$ cat src/rtl/ddr_init_pkg.sv
package ddr_init_pkg;
  // {cs_n, ras_n, cas_n, we_n}
  typedef logic [3:0] ddr_cmd_t;
  localparam ddr_cmd_t CMD_NOP = 4'b0111;
  localparam ddr_cmd_t CMD_PRE = 4'b0010;
  localparam ddr_cmd_t CMD_REF = 4'b0001;
  localparam ddr_cmd_t CMD_MRS = 4'b0000;

  typedef enum logic [2:0] {
    ST_POWER,
    ST_PREA1,
    ST_EMRS,
    ST_MRS_RST,
    ST_PREA2,
    ST_REF,
    ST_MRS_RUN,
    ST_DONE
  } init_step_e;

  function automatic int max2(input int a, input int b);
    return (a > b) ? a : b;
  endfunction
endpackage

$ cat src/rtl/ddr_init_timer.sv
module ddr_init_timer #(
  parameter int TW      = 8,
  parameter int RST_VAL = 0
) (
  input  logic          clk_i,
  input  logic          rst_ni,
  input  logic          load_i,
  input  logic [TW-1:0] load_val_i,
  output logic          zero_o
);
  logic [TW-1:0] cnt_q;

  always_ff @(posedge clk_i or negedge rst_ni) begin
    if (!rst_ni)             cnt_q <= TW'(RST_VAL);
    else if (load_i)         cnt_q <= load_val_i;
    else if (cnt_q != '0)    cnt_q <= cnt_q - 1'b1;
  end

  assign zero_o = (cnt_q == '0);

  // spacing relies on one decrement per idle cycle
  assert_tick_R2: assert property (@(posedge clk_i) disable iff (!rst_ni)
    (!load_i && cnt_q != '0) |=> (cnt_q == TW'($past(cnt_q) - 1'b1)));
endmodule

$ cat src/rtl/ddr_mode_word.sv
module ddr_mode_word #(
  parameter int AW = 12,
  parameter int BW = 2
) (
  input  logic          ext_i,
  input  logic          dll_rst_i,
  input  logic [2:0]    burst_len_i,
  input  logic          burst_type_i,
  input  logic [2:0]    cas_lat_i,
  input  logic [1:0]    drv_str_i,
  output logic [AW-1:0] addr_o,
  output logic [BW-1:0] ba_o
);
  always_comb begin
    addr_o = '0;
    ba_o   = '0;
    if (ext_i) begin
      ba_o[0]   = 1'b1;
      addr_o[6] = drv_str_i[1];
      addr_o[1] = drv_str_i[0];
    end else begin
      addr_o[2:0] = burst_len_i;
      addr_o[3]   = burst_type_i;
      addr_o[6:4] = cas_lat_i;
      addr_o[8]   = dll_rst_i;
    end
  end
endmodule

$ cat src/rtl/ddr_dll_lock.sv
module ddr_dll_lock #(
  parameter int LOCK_CYC = 200
) (
  input  logic clk_i,
  input  logic rst_ni,
  input  logic start_i,
  output logic locked_o
);
  localparam int LW = $clog2(LOCK_CYC + 1);

  logic armed_q, zero;

  ddr_init_timer #(.TW(LW), .RST_VAL(0)) u_lock_tmr (
    .clk_i      (clk_i),
    .rst_ni     (rst_ni),
    .load_i     (start_i),
    .load_val_i (LW'(LOCK_CYC - 1)),
    .zero_o     (zero)
  );

  always_ff @(posedge clk_i or negedge rst_ni) begin
    if (!rst_ni) begin
      armed_q  <= 1'b0;
      locked_o <= 1'b0;
    end else begin
      if (start_i) armed_q <= 1'b1;
      if (armed_q && zero && !start_i) locked_o <= 1'b1;
    end
  end

  assert_lock_sticky_R8: assert property (@(posedge clk_i) disable iff (!rst_ni)
    locked_o |=> locked_o);
  assert_lock_needs_start_R8: assert property (@(posedge clk_i) disable iff (!rst_ni)
    $rose(locked_o) |-> armed_q);
endmodule

$ cat src/rtl/ddr_init_seq.sv
module ddr_init_seq
  import ddr_init_pkg::*;
#(
  parameter int STABLE_CYC = 20000,
  parameter int T_CKE      = 2,
  parameter int T_RP       = 3,
  parameter int T_MRD      = 2,
  parameter int T_RFC      = 19,
  parameter int N_REF      = 2,
  parameter int DLL_LOCK   = 200,
  parameter int AW         = 12,
  parameter int BW         = 2
) (
  input  logic          clk_i,
  input  logic          rst_ni,
  input  logic [2:0]    burst_len_i,
  input  logic          burst_type_i,
  input  logic [2:0]    cas_lat_i,
  input  logic [1:0]    drv_str_i,
  output logic          cke_o,
  output logic          cs_no,
  output logic          ras_no,
  output logic          cas_no,
  output logic          we_no,
  output logic [AW-1:0] addr_o,
  output logic [BW-1:0] ba_o,
  output logic          init_done_o,
  output logic          read_ok_o
);
  localparam int MAX_GAP = max2(STABLE_CYC, max2(max2(T_CKE, T_RP), max2(T_MRD, T_RFC)));
  localparam int TW      = $clog2(MAX_GAP + 1);
  localparam int RW      = $clog2(N_REF + 1);

  init_step_e    step_q, step_d;
  logic [RW-1:0] ref_left_q;
  ddr_cmd_t      cmd_q, cmd_d;
  logic [AW-1:0] addr_d, mw_addr, pre_addr;
  logic [BW-1:0] ba_d, mw_ba;
  logic [TW-1:0] gap;
  logic          tmr_zero, issue, dll_start;

  assign issue     = tmr_zero && (step_q != ST_DONE);
  assign dll_start = issue && (step_q == ST_MRS_RST);

  ddr_init_timer #(.TW(TW), .RST_VAL(STABLE_CYC - 1)) u_gap_tmr (
    .clk_i      (clk_i),
    .rst_ni     (rst_ni),
    .load_i     (issue),
    .load_val_i (gap),
    .zero_o     (tmr_zero)
  );

  ddr_mode_word #(.AW(AW), .BW(BW)) u_mode_word (
    .ext_i        (step_q == ST_EMRS),
    .dll_rst_i    (step_q == ST_MRS_RST),
    .burst_len_i  (burst_len_i),
    .burst_type_i (burst_type_i),
    .cas_lat_i    (cas_lat_i),
    .drv_str_i    (drv_str_i),
    .addr_o       (mw_addr),
    .ba_o         (mw_ba)
  );

  ddr_dll_lock #(.LOCK_CYC(DLL_LOCK)) u_dll_lock (
    .clk_i    (clk_i),
    .rst_ni   (rst_ni),
    .start_i  (dll_start),
    .locked_o (read_ok_o)
  );

  always_comb begin
    pre_addr    = '0;
    pre_addr[8] = 1'b1;
  end

  // command, word and following gap of the current step
  always_comb begin
    cmd_d  = CMD_NOP;
    addr_d = '0;
    ba_d   = '0;
    gap    = '0;
    step_d = step_q;
    unique case (step_q)
      ST_POWER:   begin gap = TW'(T_CKE - 1); step_d = ST_PREA1; end
      ST_PREA1:   begin cmd_d = CMD_PRE; addr_d = pre_addr; gap = TW'(T_RP - 1); step_d = ST_EMRS; end
      ST_EMRS:    begin cmd_d = CMD_MRS; addr_d = mw_addr; ba_d = mw_ba; gap = TW'(T_MRD - 1); step_d = ST_MRS_RST; end
      ST_MRS_RST: begin cmd_d = CMD_MRS; addr_d = mw_addr; ba_d = mw_ba; gap = TW'(T_MRD - 1); step_d = ST_PREA2; end
      ST_PREA2:   begin cmd_d = CMD_PRE; addr_d = pre_addr; gap = TW'(T_RP - 1); step_d = ST_REF; end
      ST_REF: begin
        cmd_d = CMD_REF;
        gap   = TW'(T_RFC - 1);
        if (ref_left_q == RW'(1)) step_d = ST_MRS_RUN;
      end
      ST_MRS_RUN: begin cmd_d = CMD_MRS; addr_d = mw_addr; ba_d = mw_ba; gap = TW'(T_MRD - 1); step_d = ST_DONE; end
      default:    ;
    endcase
  end

  always_ff @(posedge clk_i or negedge rst_ni) begin
    if (!rst_ni) begin
      step_q      <= ST_POWER;
      ref_left_q  <= RW'(N_REF);
      cmd_q       <= CMD_NOP;
      addr_o      <= '0;
      ba_o        <= '0;
      cke_o       <= 1'b0;
      init_done_o <= 1'b0;
    end else begin
      if (issue) begin
        step_q <= step_d;
        cmd_q  <= cmd_d;
        addr_o <= addr_d;
        ba_o   <= ba_d;
        cke_o  <= 1'b1;
        if (step_q == ST_REF) ref_left_q <= ref_left_q - 1'b1;
      end else begin
        cmd_q  <= CMD_NOP;
        addr_o <= '0;
        ba_o   <= '0;
      end
      if (step_q == ST_DONE && tmr_zero) init_done_o <= 1'b1;
    end
  end

  assign {cs_no, ras_no, cas_no, we_no} = cmd_q;

  assert_cke_hold_R1: assert property (@(posedge clk_i) disable iff (!rst_ni)
    cke_o |=> cke_o);
  assert_nop_cke_low_R1: assert property (@(posedge clk_i) disable iff (!rst_ni)
    !cke_o |-> (cmd_q == CMD_NOP));
  assert_prea_bit8_R3: assert property (@(posedge clk_i) disable iff (!rst_ni)
    (cmd_q == CMD_PRE) |-> (addr_o[8] && ba_o == '0));
  assert_emrs_dll_on_R4: assert property (@(posedge clk_i) disable iff (!rst_ni)
    (cmd_q == CMD_MRS && ba_o[0]) |-> !addr_o[0]);
  assert_mrs_test_off_R5: assert property (@(posedge clk_i) disable iff (!rst_ni)
    (cmd_q == CMD_MRS && !ba_o[0]) |-> !addr_o[7]);
  assert_quiet_after_done_R6: assert property (@(posedge clk_i) disable iff (!rst_ni)
    init_done_o |-> (cmd_q == CMD_NOP));
  assert_done_sticky_R7: assert property (@(posedge clk_i) disable iff (!rst_ni)
    init_done_o |=> init_done_o);

  if (T_MRD >= 2) begin : g_mrd_chk
    assert_mrs_gap_R2: assert property (@(posedge clk_i) disable iff (!rst_ni)
      (cmd_q == CMD_MRS) |=> (cmd_q == CMD_NOP));
  end
endmodule

$ cat config.mk
export PLATFORM = sky130hd
export DESIGN_NAME = ddr_init_seq
export DESIGN_NICKNAME = d
export VERILOG_FILES = /design/src/rtl/ddr_init_pkg.sv /design/src/rtl/ddr_init_timer.sv /design/src/rtl/ddr_mode_word.sv /design/src/rtl/ddr_dll_lock.sv /design/src/rtl/ddr_init_seq.sv
export SDC_FILE = /design/constraint.sdc
export NUM_CORES = 1
export LEC_CHECK = 0
export ABC_AREA = 1
export BUFFER_PORTS_ARGS = -buffer_cell sky130_fd_sc_hd__buf_2
export CAP_MARGIN = 20
export CORE_MARGIN = 3
export CORE_UTILIZATION = 51
export CTS_BUF_LIST = sky130_fd_sc_hd__clkbuf_16
export CTS_CLUSTER_SIZE = 40
export DETAILED_ROUTE_END_ITERATION = 8
export PLACE_DENSITY = 0.75
export SLEW_MARGIN = 30
export SYNTH_ARGS = -nofsm -noshare
export SYNTH_HDL_FRONTEND = slang
export SYNTH_SLANG_ARGS = --single-unit
$ cat constraint.sdc
create_clock -name clk_i -period 1.5 [get_ports clk_i]
set_input_delay 0.3 -clock clk_i [delete_from_list [all_inputs] [get_ports clk_i]]
set_output_delay 0.3 -clock clk_i [all_outputs]
set_load 0.01 [all_outputs]
* Yosys cells after proc, flatten, opt, wreduce, memory -nomap -nowiden
Cells that the tools add are included.
** Cells by class
- Eq/ne operators :: 10
- Multiplexer cells :: 19
- Add/sub/neg operators :: 3
- Reduce and logical (&&, ||, !) cells :: 19
** Operators with widths (number)
- $mux 15 :: 2
- $pmux 3 s7 :: 1
- $pmux 9 s2 :: 1
- $mux 8 :: 2
- $logic_not 15->1 :: 1
- $pmux 5 s3 :: 1
- $reduce_bool 15->1 :: 1
- $sub 15x1->15 const B :: 1
- $eq 3x3->1 const B :: 4
- $mux 9 :: 1
- $pmux 3 s3 :: 1
- $logic_not 8->1 :: 1
- $reduce_bool 8->1 :: 1
- $sub 8x1->8 const B :: 1
- $mux 1 :: 7
- $reduce_bool 7->1 :: 1
- $eq 3x2->1 const B :: 2
- $mux 3 :: 2
- $logic_and 1x1->1 :: 5
- $mux 4 :: 1
- $reduce_bool 2->1 :: 2
- $reduce_or 4->1 :: 1
- $eq 3x1->1 const B :: 1
- $logic_not 3->1 :: 1
- other kinds (9) :: 9
** Storage, ports and cells
- Bits in registers :: 50
- Logic and storage cells :: 62
- Output and inout port bits :: 21
- Bits of input ports :: 11

* Depth between registers and ports, before layout
Gate-level depths: netlist of run 1.
- Depth in word-level cells :: 5
- Mapped depth :: 11
- Mapped depth without buffers :: 11

* Hierarchy
A second synthesis of run 1 with hierarchy kept.
** Unflattened totals
- Cell total of the unflattened synthesis :: 348
- Area total of the unflattened synthesis :: 2711.4 µm²
** By module, submodules not included
- ddr_init_timer (u_gap_tmr) :: sequential area each 386.6 µm², instances 1, area each 1018.5 µm², cells an instance 139
- ddr_init_seq :: sequential area each 605.6 µm², instances 1, area each 968.4 µm², cells an instance 102
- ddr_init_timer (u_dll_lock.u_lock_tmr) :: sequential area each 200.2 µm², instances 1, area each 513.0 µm², cells an instance 71
- ddr_mode_word :: sequential area each 0.0 µm², instances 1, area each 131.4 µm², cells an instance 27
- ddr_dll_lock :: sequential area each 50.0 µm², instances 1, area each 80.1 µm², cells an instance 9

* Worst setup path after synthesis of run 1
Ideal clock, no wire load.
- Path kind :: flip-flop to flip-flop
- Start :: register u_gap_tmr.cnt_q[0]
- End :: register u_dll_lock.armed_q
- Path buffers :: 0
- Setup time :: 0.127 ns
- Arrival :: 1.450 ns
- Data required time :: 1.373 ns
- Setup slack :: -0.077 ns
- Stages on the path, launching flop included :: 10
- Period minus slack after synthesis :: 1.577 ns
- Cell sequence :: dfstp_2 inv_1 ha_1 inv_1 nor2_1 nand2_1 nor2_4 nand3_1 inv_1 or2_2
** On the way
- Word-level cells in the longest chain between the ends :: 3
** RTL lines
- from (decl) :: RTL line ddr_init_timer.sv:11 : logic [TW-1:0] cnt_q;
- from (signal assigned) :: RTL line ddr_init_timer.sv:14 : if (!rst_ni) cnt_q <= TW'(RST_VAL);
- from (signal assigned) :: RTL line ddr_init_timer.sv:15 : else if (load_i) cnt_q <= load_val_i;
- from (signal assigned) :: RTL line ddr_init_timer.sv:16 : else if (cnt_q != '0) cnt_q <= cnt_q - 1'b1;
- $logic_not 15->1 :: RTL line ddr_init_timer.sv:19 : assign zero_o = (cnt_q == '0);
- $logic_and 1x1->1 :: RTL line ddr_init_seq.sv:42 : assign issue = tmr_zero && (step_q != ST_DONE);
- $logic_and 1x1->1 :: RTL line ddr_init_seq.sv:43 : assign dll_start = issue && (step_q == ST_MRS_RST);
- to (signal assigned) :: RTL line ddr_dll_lock.sv:23 : armed_q <= 1'b0;
- to (signal assigned) :: RTL line ddr_dll_lock.sv:26 : if (start_i) armed_q <= 1'b1;
- to (decl) :: RTL line ddr_dll_lock.sv:11 : logic armed_q, zero;
Every way passes these cells.
A chain may end at the register's enable or synchronous reset.

* Worst setup path after layout of run 1
- Start :: register u_gap_tmr.cnt_q[0]
- End :: register ref_left_q[0]
** On the way
- Word-level cells in the longest chain between the ends :: 3
** RTL lines
- $logic_not 15->1 :: RTL line ddr_init_timer.sv:19
- $logic_and 1x1->1 :: RTL line ddr_init_seq.sv:42
- $reduce_and 2->1 (no source line)
- to (signal assigned) :: RTL line ddr_init_seq.sv:102 : ref_left_q <= RW'(N_REF);
- to (signal assigned) :: RTL line ddr_init_seq.sv:115 : if (step_q == ST_REF) ref_left_q <= ref_left_q - 1'b1;
- to (decl) :: RTL line ddr_init_seq.sv:35 : logic [RW-1:0] ref_left_q;
Every way passes these cells.

==> results of run 1 <==
[final cells by class]
cell class                      count  area share
Clock inverter                      3     0.00463
Tap cell                           52      0.0219
Clock buffer                        5      0.0421
Inverter                           44      0.0581
Sequential cell                    44       0.376
Timing Repair Buffer               45      0.0960
Multi-Input combinational cell    223       0.402
[cells in the mapped netlist]
cell      instances
ha_1              5
nor2_1           49
nand2_2           2
inv_1            42
nor3_1            5
a21o_1            1
and2_1            1
nor2_4            2
buf_6             1
nor3_4            1
a21oi_1           5
buf_4             7
nand2_4           1
conb_1            1
nand3b_1          3
o21ai_1           1
dfrtp_1          31
xnor2_1           1
nand3_1          30
or2_2             4
nor2_2            5
dfstp_2          13
inv_2             2
o211ai_1          2
nand4_1           4
o21ai_0           4
o21ai_2           1
nand2_1          89
[flip-flops by register name (all words and copies together), names as in the netlist, 2 cells and up]
signal / cells
u_gap_tmr.cnt_q: 15
addr_o: 8
u_dll_lock.u_lock_tmr.cnt_q: 8
cmd_q: 3
step_q: 3
ref_left_q: 2
[metal layers]
metal  wire (um)  track usage
met5           0            0
met4         116       0.0604
met3         255       0.0500
met2        2480        0.334
met1        2280        0.252
[timing repair]
action	in CTS	in global routing
endpoints found under the hold margin	9	0
buffers inserted	3	4
endpoints found under the setup margin	9	40
resized for setup	10	35
cloned	1	0
pin swaps	3	13
hold buffers	1	0
[worst register-to-register path, delay by kind of cell (launching register included)]
| kind | cells | cell delay [ns] |
|---|---|---|
| xor+xnor | 1 | 0.15 |
| simple gates | 4 | 0.48 |
| buf+inv | 3 | 0.24 |
| fa+ha+maj | 1 | 0.14 |
| flops | 1 | 0.39 |
[kinds of logic (layout without fill, tap and decap cells)]
logic type	count (synthesis)	in the layout	share of synthesized area
compound gates	14	14	0.0343
xor+xnor	1	1	0.00370
fa+ha+maj	5	5	0.0264
buf+inv	52	97	0.0967
flops	44	44	0.472
other cells	1	6	0.00158
simple gates	196	197	0.366
[metrics by stage]
stage	setup TNS (ns)	std cells	area (sq um)	total power, mW
floorplan	0	318	2390	1.23
global placement	-0.00178	399	2610	1.26
detailed placement	-0.249	399	2610	1.26
CTS	0	412	2820	2.30
global route	-1.50	416	2970	2.36
finish	-0.192	416	2970	2.28
[power groups by stage]
stage	clock (mW)	combinational, mW	sequential [mW]
global route	1.11	0.0558	1.19
CTS	1.06	0.0506	1.19
detailed placement	0	0.0484	1.21
global placement	0	0.0484	1.21
finish	1.04	0.0489	1.19
floorplan	0	0.0194	1.21
[worst max-delay path by stage]
stage | slack [ns] | from | end | cells past startpoint
3_5_place_dp | -0.05 | u_gap_tmr.cnt_q[0]$_DFFE_PN1P_ | addr_o[2]$_DFF_PN0_ | 10
2_1_floorplan | 0.01 | u_gap_tmr.cnt_q[0]$_DFFE_PN1P_ | u_dll_lock.armed_q$_DFFE_PN0P_ | 9
6_report | -0.05 | u_gap_tmr.cnt_q[0]$_DFFE_PN1P_ | ref_left_q[0]$_DFFE_PN0P_ | 9
5_1_grt | -0.11 | u_gap_tmr.cnt_q[0]$_DFFE_PN1P_ | ref_left_q[0]$_DFFE_PN0P_ | 9
3_3_place_gp | -0.002 | u_gap_tmr.cnt_q[0]$_DFFE_PN1P_ | u_dll_lock.armed_q$_DFFE_PN0P_ | 9
4_1_cts | 0.003 | u_gap_tmr.cnt_q[0]$_DFFE_PN1P_ | u_dll_lock.u_lock_tmr.cnt_q[1]$_DFFE_PN0P_ | 9
==> flow_summary.yaml, run 1 <==
worst_hold_path:
  holdPathEnd: "addr_o[5]$_DFF_PN0_"
  min-delay-start: "cas_lat_i[1]"
  min_path_type: "in2reg"
  holdPathStages: 3
drt:
  wire_per_inst_um: 12.3
  routed_wl_mm: 5.14
  remaining_drc_errors: 0
  drt_pre_antenna_iters: 4
  via_per_inst: 5.08
  vias: 2113
  detail-route-antenna-nets: 0
  drt_iter0_drc: 156
critical_path:
  critPathArrivalTime_ns: 1.71
  cp_top_family: "simple AND/OR/NAND/NOR gates"
  slowest_delay_ns: 0.39
  worst_setup_path_end_kind: "flop"
  cp_slowest_cell: "dfstp_2"
  r2r_end: "ref_left_q[0]$_DFFE_PN0P_"
  critPathKind: "reg2reg"
  path_cells: "inv_4 -> ha_4 -> inv_4 -> nor2_4 -> nand2_2 -> nor2_4 -> buf_6 -> nand3_2 -> xnor2_1"
  start_kind: "flop"
  critPathMaxFanout: 4
  crit_buf_inv: 3
  reg2reg_slack_ns: -0.05
  worst_r2r_path_depth: 9
  cp.required_ns: 1.66
  r2r-start: "u_gap_tmr.cnt_q[0]$_DFFE_PN1P_"
cells_and_area:
  finish.utilization: 0.673
  layout_common_cells: "nand2_1 (82), nor2_1 (38), inv_1 (37), dfrtp_1 (31), nand3_1 (27)"
  layout-drive-gt1-share: 0.313
  layout_commonest_cell: "nand2_1"
  seqCellArea_sq_um: 1120
  multi_input_area_sq_um: 1190
  antenna_cells: 0
  fillers: 333
  nNetsFinal: 379
  syn2layout_area_growth_pct: 25.5
die:
  start_util: 0.537
  fp.dieH_um: 74.2
  rows: 24
  die_x_um: 74.2
  dieArea_sq_um: 5500
  coreArea_sq_um: 4410
  ios: 32
power:
  p_sw_frac: 0.207
  pwr-share-comb: 0.021
  power.switching_mw: 0.471
  p_leak_nw: 1.58
  p_per_area_nw_per_um2: 767
  vdd_drop_max_mv: 0.431
  clockPowerShare: 0.457
  p_int_mw: 1.81
  seqPwrFrac: 0.522
clock_tree:
  cts_buffers: 5
  clk_latency_ns: 0.28
  clkTransAtPathRegs_ns: 0.06
  cts_root_buf: "clkbuf_16"
  clock_path_buffers: 2
  cts_max_level: 2
  cts_tree: "built"
  cts.sink_count: 44
timing:
  slew_viol_final: 0
  fin_crit_sh: 1.03
  grt_setup_unrepaired: "true"
  finalHoldViolations: 0
  fmax_mhz: 647
  skew_ns: 0.00350
  setup_violations: 8
  hold_ws_ns: 0.235
  period_minus_slack_ns: 1.55
  timing.final.ws_setup_ns: -0.0457
placed_design:
  dpl.hpwl_mm: 3.50
  gp_congestion: 0.916
  place_ws_ns: -0.0517
  port_buffers: 25
synth:
  synth_area_sq_um: 2370
  synth.area.top_cells: "dfrtp_1 (33%), dfstp_2 (14%), nand2_1 (14%), nor2_1 (7.8%), inv_1 (6.7%)"
  synth_top_area_share: 0.328
  yosys_register_bits: 44
  ys.warnings.count: 0
  seq_area_frac_synth: 0.472
  netlist_instances: 313
  synth_top_cell_by_area: "dfrtp_1"
  avgSynthCellArea_sq_um: 7.57
  yosys.cell_types.count: 28
run:
  drv_cap: 0
global_route:
  grt_max_degree: 25
  antenna_found_initial: 0
  overflow: 0
  grtUsageTotal: 0.198
  grt_pass1_wl_mm: 8.51
  grt_pass1_vias: 1967
run_status:
  outcome: "finished, violations left"
  violations: "negative setup slack"
Power figures use the tool's default switching activity.
==> run 2: changes to the inputs <==
REMOVE_ABC_BUFFERS = 1   (was default)
==> run 2 against run 1 <==
  * The flow still finishes with violations (negative setup slack)
  * Combinational power increased by 5.3%
  * Register-to-register slack improved by 0.04 ns
  * Highest routed layer unchanged
  * Core utilization up 0.82 points
  * Clock skew fell by 0.00070 ns
  * Global-route usage rose by 0.69 points
  * Final area rose by 1.2%
  * Clock power barely moved
  * Sequential share of layout area shrank 0.45 points
  * Fmax increased by 3.0%
  * Largest power group unchanged
  * Non-clock buffer count fell by 1
  * Critical path depth is the same
  * Power decreased by 0.90%
==> flow_summary.yaml, run 2 (synthesized netlist as in run 1, its figures left out) <==
run_status:
  outcome: "finished, violations left"
  violations: "negative setup slack"
placed_design:
  dpl.hpwl_mm: 3.53
  port_buffers: 25
  gp_congestion: 0.856
  place_ws_ns: -0.0596
critical_path:
  path_cells: "inv_2 -> ha_4 -> inv_2 -> nor2_4 -> nand2_2 -> nor2_4 -> buf_4 -> nand3_1 -> xnor2_1"
  cp_top_family: "simple AND/OR/NAND/NOR gates"
  cp.required_ns: 1.67
  critPathArrivalTime_ns: 1.67
  worst_setup_path_end_kind: "flop"
  start_kind: "flop"
  cp_slowest_cell: "dfstp_2"
  crit_buf_inv: 3
  slowest_delay_ns: 0.37
  critPathMaxFanout: 5
  critPathKind: "reg2reg"
global_route:
  grt_max_degree: 45
  antenna_found_initial: 0
  grt_pass1_wl_mm: 8.69
  grtUsageTotal: 0.205
  grt_pass1_vias: 1941
  overflow: 0
cells_and_area:
  regMostFlops: "u_gap_tmr.cnt_q"
  finish.utilization: 0.682
  layout-drive-gt1-share: 0.356
  antenna_cells: 0
  layout_commonest_cell: "nand2_1"
  syn2layout_area_growth_pct: 27.0
  nNetsFinal: 378
  largest_register_ffs: 15
  reg.largest.list: "u_gap_tmr.cnt_q: 15 flops, addr_o: 8 flops, u_dll_lock.u_lock_tmr.cnt_q: 8 flops"
  layout_common_cells: "nand2_1 (80), inv_1 (37), dfrtp_1 (31), nor2_1 (29), buf_2 (25)"
die:
  dieArea_sq_um: 5500
  ios: 32
  die_x_um: 74.2
  start_util: 0.537
  fp.dieH_um: 74.2
  coreArea_sq_um: 4410
  rows: 24
run:
  drv_cap: 0
timing:
  slew_viol_final: 0
  grt_setup_unrepaired: "true"
  hold_ws_ns: 0.241
  setup_violations: 1
  timing.final.ws_setup_ns: -0.00114
  fin_crit_sh: 1.00
  skew_ns: 0.00280
  fmax_mhz: 666
  period_minus_slack_ns: 1.50
  finalHoldViolations: 0
  tns_ns: -0.00114
power:
  p_leak_nw: 1.59
  p_per_area_nw_per_um2: 751
  power_mw: 2.26
  vdd_drop_max_mv: 0.363
clock_tree:
  cts_root_buf: "clkbuf_16"
  cts_max_level: 2
  cts.sink_count: 44
  clk_latency_ns: 0.28
  cts_tree: "built"
  clkTransAtPathRegs_ns: 0.06
  cts_buffers: 5
  clock_path_buffers: 2
drt:
  drt_pre_antenna_iters: 4
  vias: 2051
  detail-route-antenna-nets: 0
  drt_iter0_drc: 99
  remaining_drc_errors: 0
  routed_wl_mm: 5.23
  wire_per_inst_um: 12.6
  via_per_inst: 4.95
worst_hold_path:
  min_path_type: "in2reg"
-- run 2: cell types whose count changed in the layout (fill, tap and decap cells not counted), moves of 2 or more --
cell | before | now
nand3_2 | 3 | 5
nand3_1 | 27 | 24
nor2_1 | 38 | 29
buf_4 | 17 | 15
a21oi_1 | 4 | 1
nand2_2 | 8 | 11
a21oi_2 | 1 | 4
inv_4 | 3 | 1
inv_2 | 4 | 7
nand2_1 | 82 | 80
nor2_2 | 9 | 18
-- run 2: power breakdown --
part	switching, mW	internal [mW]	leakage (nW)
registers	0	1.19	0.522
clock network	0.420	0.598	0.0709
logic	0.0346	0.0169	0.997
-- run 2: path summary, 6_finish.rpt --
path                                           startpoint                                    endpoint  slack, ns  depth (start not counted)
hold / removal                             burst_len_i[2]                         addr_o[2]$_DFF_PN0_       0.24                          3
min in group asynchronous                          rst_ni  u_dll_lock.u_lock_tmr.cnt_q[5]$_DFFE_PN0P_       0.51                          3
setup reg to reg           u_gap_tmr.cnt_q[1]$_DFFE_PN1P_                   ref_left_q[0]$_DFFE_PN0P_     -0.001                          9
max in group asynchronous                          rst_ni              u_gap_tmr.cnt_q[2]$_DFFE_PN1P_       0.70                          3
hold reg to reg                   init_done_o$_DFFE_PN0P_                     init_done_o$_DFFE_PN0P_       0.46                          1
setup / recovery           u_gap_tmr.cnt_q[1]$_DFFE_PN1P_                   ref_left_q[0]$_DFFE_PN0P_     -0.001                          9
-- run 2: stage by stage --
step                instance area (sq um)  instances
finish                               3010        414
global route                         3010        414
CTS                                  2850        411
detailed placement                   2630        401
global placement                     2630        401
floorplan                            2320        310
-- run 2: timing repair --
action	CTS	global route
hold buffers	1	0
resized for setup	19	44
setup buffers	1	3
pin swaps	5	14
hold endpoints to repair	2	0
gates cloned	1	0
endpoints found under the setup margin	21	40
-- run 2: worst min-delay path, cell delays in order --
cell and delay (ns):
buf_2 0.10, nand2_1 0.05, nor2_1 0.04
-- run 2: area by class of cell --
class | instances | area, sq um
Clock buffer | 5 | 125
Sequential cell | 44 | 1120
Tap cell | 52 | 65.1
Clock inverter | 2 | 8.76
Timing Repair Buffer | 44 | 290
Inverter | 44 | 168
Multi-Input combinational cell | 223 | 1230
Fill cell | 356 | 1410
-- run 2: metal layers --
metal / track usage / vias to the layer above / share of wire
met2: 0.354 / 42 / 0.51
met4: 0.0704 / 0 / 0.021
li1: - / 1057 / -
met1: 0.257 / 941 / 0.42
met3: 0.0405 / 11 / 0.045
met5: 0 / - / 0
==> run 3: changes to the inputs <==
CORE_UTILIZATION = 55   (was 51)
PLACE_DENSITY = 0.77   (was 0.75)
clock period = 1.71 ns   (was 1.5 ns; I/O delays follow)
==> run 3 against run 2 <==
  * The flow now finishes without violations
  * Sequential cell count is the same
  * Final area shrank 9.8%
  * Critical path depth grew 2
  * Clock power shrank 14%
  * Die area shrank 6.7%
  * Via count shrank 2.8%
  * Sequential share of layout area grew 4.0 points
==> flow_summary.yaml, run 3 (synthesized netlist as in run 1, its figures left out) <==
cells_and_area:
  largest_register_ffs: 15
  layout_common_cells: "nand2_1 (89), nor2_1 (47), inv_1 (41), dfrtp_1 (31), nand3_1 (28)"
  regMostFlops: "u_gap_tmr.cnt_q"
  final_cells: 397
  finish.utilization: 0.664
  layout_commonest_cell: "nand2_1"
  layout-drive-gt1-share: 0.210
  syn2layout_area_growth_pct: 14.6
  reg.largest.list: "u_gap_tmr.cnt_q: 15 flops, addr_o: 8 flops, u_dll_lock.u_lock_tmr.cnt_q: 8 flops"
  nNetsFinal: 363
  antenna_cells: 0
clock_tree:
  cts.sink_count: 44
  cts_max_level: 2
  cts_hold_buf: 0
  clock_path_buffers: 2
  clk_latency_ns: 0.28
  clkTransAtPathRegs_ns: 0.06
  cts_tree: "built"
  cts_buffers: 5
  cts_root_buf: "clkbuf_16"
critical_path:
  worst_setup_path_end_kind: "flop"
  slowest_delay_ns: 0.37
  worst_r2r_path_depth: 11
  crit_buf_inv: 3
  cp_slowest_cell: "dfstp_2"
  critPathArrivalTime_ns: 1.75
  reg2reg_slack_ns: 0.13
  cp.required_ns: 1.89
  cp_common_cell: "nand2_1"
  r2r_end: "u_gap_tmr.cnt_q[7]$_DFFE_PN0P_"
  r2r-start: "u_gap_tmr.cnt_q[1]$_DFFE_PN1P_"
  cp_top_family: "simple AND/OR/NAND/NOR gates"
  start_kind: "flop"
  path_cells: "inv_1 -> ha_2 -> inv_1 -> nor2_2 -> nand2_1 -> nor2_4 -> nand2_4 -> nand2_1 -> nand2_1 -> nand2_1 -> inv_1"
  critPathKind: "reg2reg"
  critPathMaxFanout: 15
die:
  die_x_um: 71.6
  fp.dieH_um: 71.6
  ios: 32
  start_util: 0.580
  dieArea_sq_um: 5130
  rows: 23
  coreArea_sq_um: 4090
drt:
  detail-route-antenna-nets: 0
  via_per_inst: 5.02
  routed_wl_mm: 4.73
  wire_per_inst_um: 11.9
  vias: 1993
  drt_iter0_drc: 126
  remaining_drc_errors: 0
  drt_pre_antenna_iters: 4
placed_design:
  dpl.hpwl_mm: 3.32
  dp_cells: 389
  gp_congestion: 0.862
  port_buffers: 25
timing:
  grt_setup_unrepaired: "false"
  fin_crit_sh: 0.923
  finalHoldViolations: 0
  slew_viol_final: 0
  period_minus_slack_ns: 1.58
  hold_ws_ns: 0.0170
  fmax_mhz: 634
  tns_ns: 0
  skew_ns: 0.00421
  setup_violations: 0
power:
  power.switching_mw: 0.386
  p_sw_frac: 0.196
  p_int_mw: 1.58
  vdd_drop_max_mv: 0.666
  seqPwrFrac: 0.531
  pwr-share-comb: 0.021
  p_per_area_nw_per_um2: 723
  clockPowerShare: 0.448
  p_leak_nw: 1.49
global_route:
  antenna_found_initial: 0
  grt_pass1_vias: 1875
  overflow: 0
  grtUsageTotal: 0.200
  grt_max_degree: 45
  grt_pass1_wl_mm: 8.05
run:
  drv_cap: 0
run_status:
  outcome: "finished, final reports clean"
worst_hold_path:
  min_path_type: "in2async"
## run 3: cell count changes in the layout (fill, tap and decap cells not counted), sizes merged
cell         change
buf             -13
clkinv           +1
nand2            -1
dlygate4sd3      -1
inv              -1
## run 3: worst max-delay path by stage
stage | slack, ns | end | from | cells past startpoint
6_report | 0.13 | u_gap_tmr.cnt_q[7]$_DFFE_PN0P_ | u_gap_tmr.cnt_q[1]$_DFFE_PN1P_ | 11
5_1_grt | 0.005 | u_dll_lock.locked_o$_DFFE_PN0P_ | u_gap_tmr.cnt_q[1]$_DFFE_PN1P_ | 10
4_1_cts | 0.07 | u_dll_lock.armed_q$_DFFE_PN0P_ | u_gap_tmr.cnt_q[0]$_DFFE_PN1P_ | 9
3_5_place_dp | 0.13 | u_dll_lock.armed_q$_DFFE_PN0P_ | u_gap_tmr.cnt_q[0]$_DFFE_PN1P_ | 9
3_3_place_gp | 0.17 | u_dll_lock.armed_q$_DFFE_PN0P_ | u_gap_tmr.cnt_q[0]$_DFFE_PN1P_ | 9
2_1_floorplan | 0.13 | u_dll_lock.armed_q$_DFFE_PN0P_ | u_gap_tmr.cnt_q[0]$_DFFE_PN1P_ | 9
## run 3: power groups by stage
stage | logic [mW] | clock network (mW) | registers, mW
4_1_cts | 0.0436 | 0.894 | 1.04
5_1_grt | 0.0480 | 0.937 | 1.04
2_1_floorplan | 0.00678 | 0 | 1.06
3_3_place_gp | 0.0434 | 0 | 1.06
3_5_place_dp | 0.0437 | 0 | 1.06
6_report | 0.0421 | 0.879 | 1.04
## run 3: worst reg2reg max path: cells and delay by family (launching register included)
kind,cells,cell delay [ns]
fa+ha+maj,1,0.18
buf+inv,3,0.17
flops,1,0.37
simple gates,7,0.75
## run 3: timing repair
item | 4_1_cts | 5_1_grt
endpoints found under the hold margin | 0 | 0
endpoints found under the setup margin | 0 | 18
resized for setup | 0 | 7
setup buffers | 0 | 1
## run 3: per-layer routing
layer	global-route usage	wire (um)
met3	0.0463	257
met4	0.0710	76
met1	0.266	2170
met2	0.321	2220
met5	0	0
## run 3: stage by stage
step                      setup slack, ns  instance area (sq um)  power, mW
after floorplan                     0.133                   2320       1.07
after CTS                          0.0655                   2690       1.98
final                               0.132                   2720       1.96
after global routing              0.00529                   2720       2.03
after detailed placement            0.132                   2550       1.10
after global placement              0.174                   2550       1.10
## run 3: final cells by class
cell class / instances / area (sq um)
clock buffers: 5 / 125
clock inverters: 2 / 7.51
fillers: 349 / 1370
inverters: 44 / 165
multi-input cells: 222 / 1060
flip-flops and latches: 44 / 1120
well taps: 50 / 62.6
repair buffers: 30 / 175
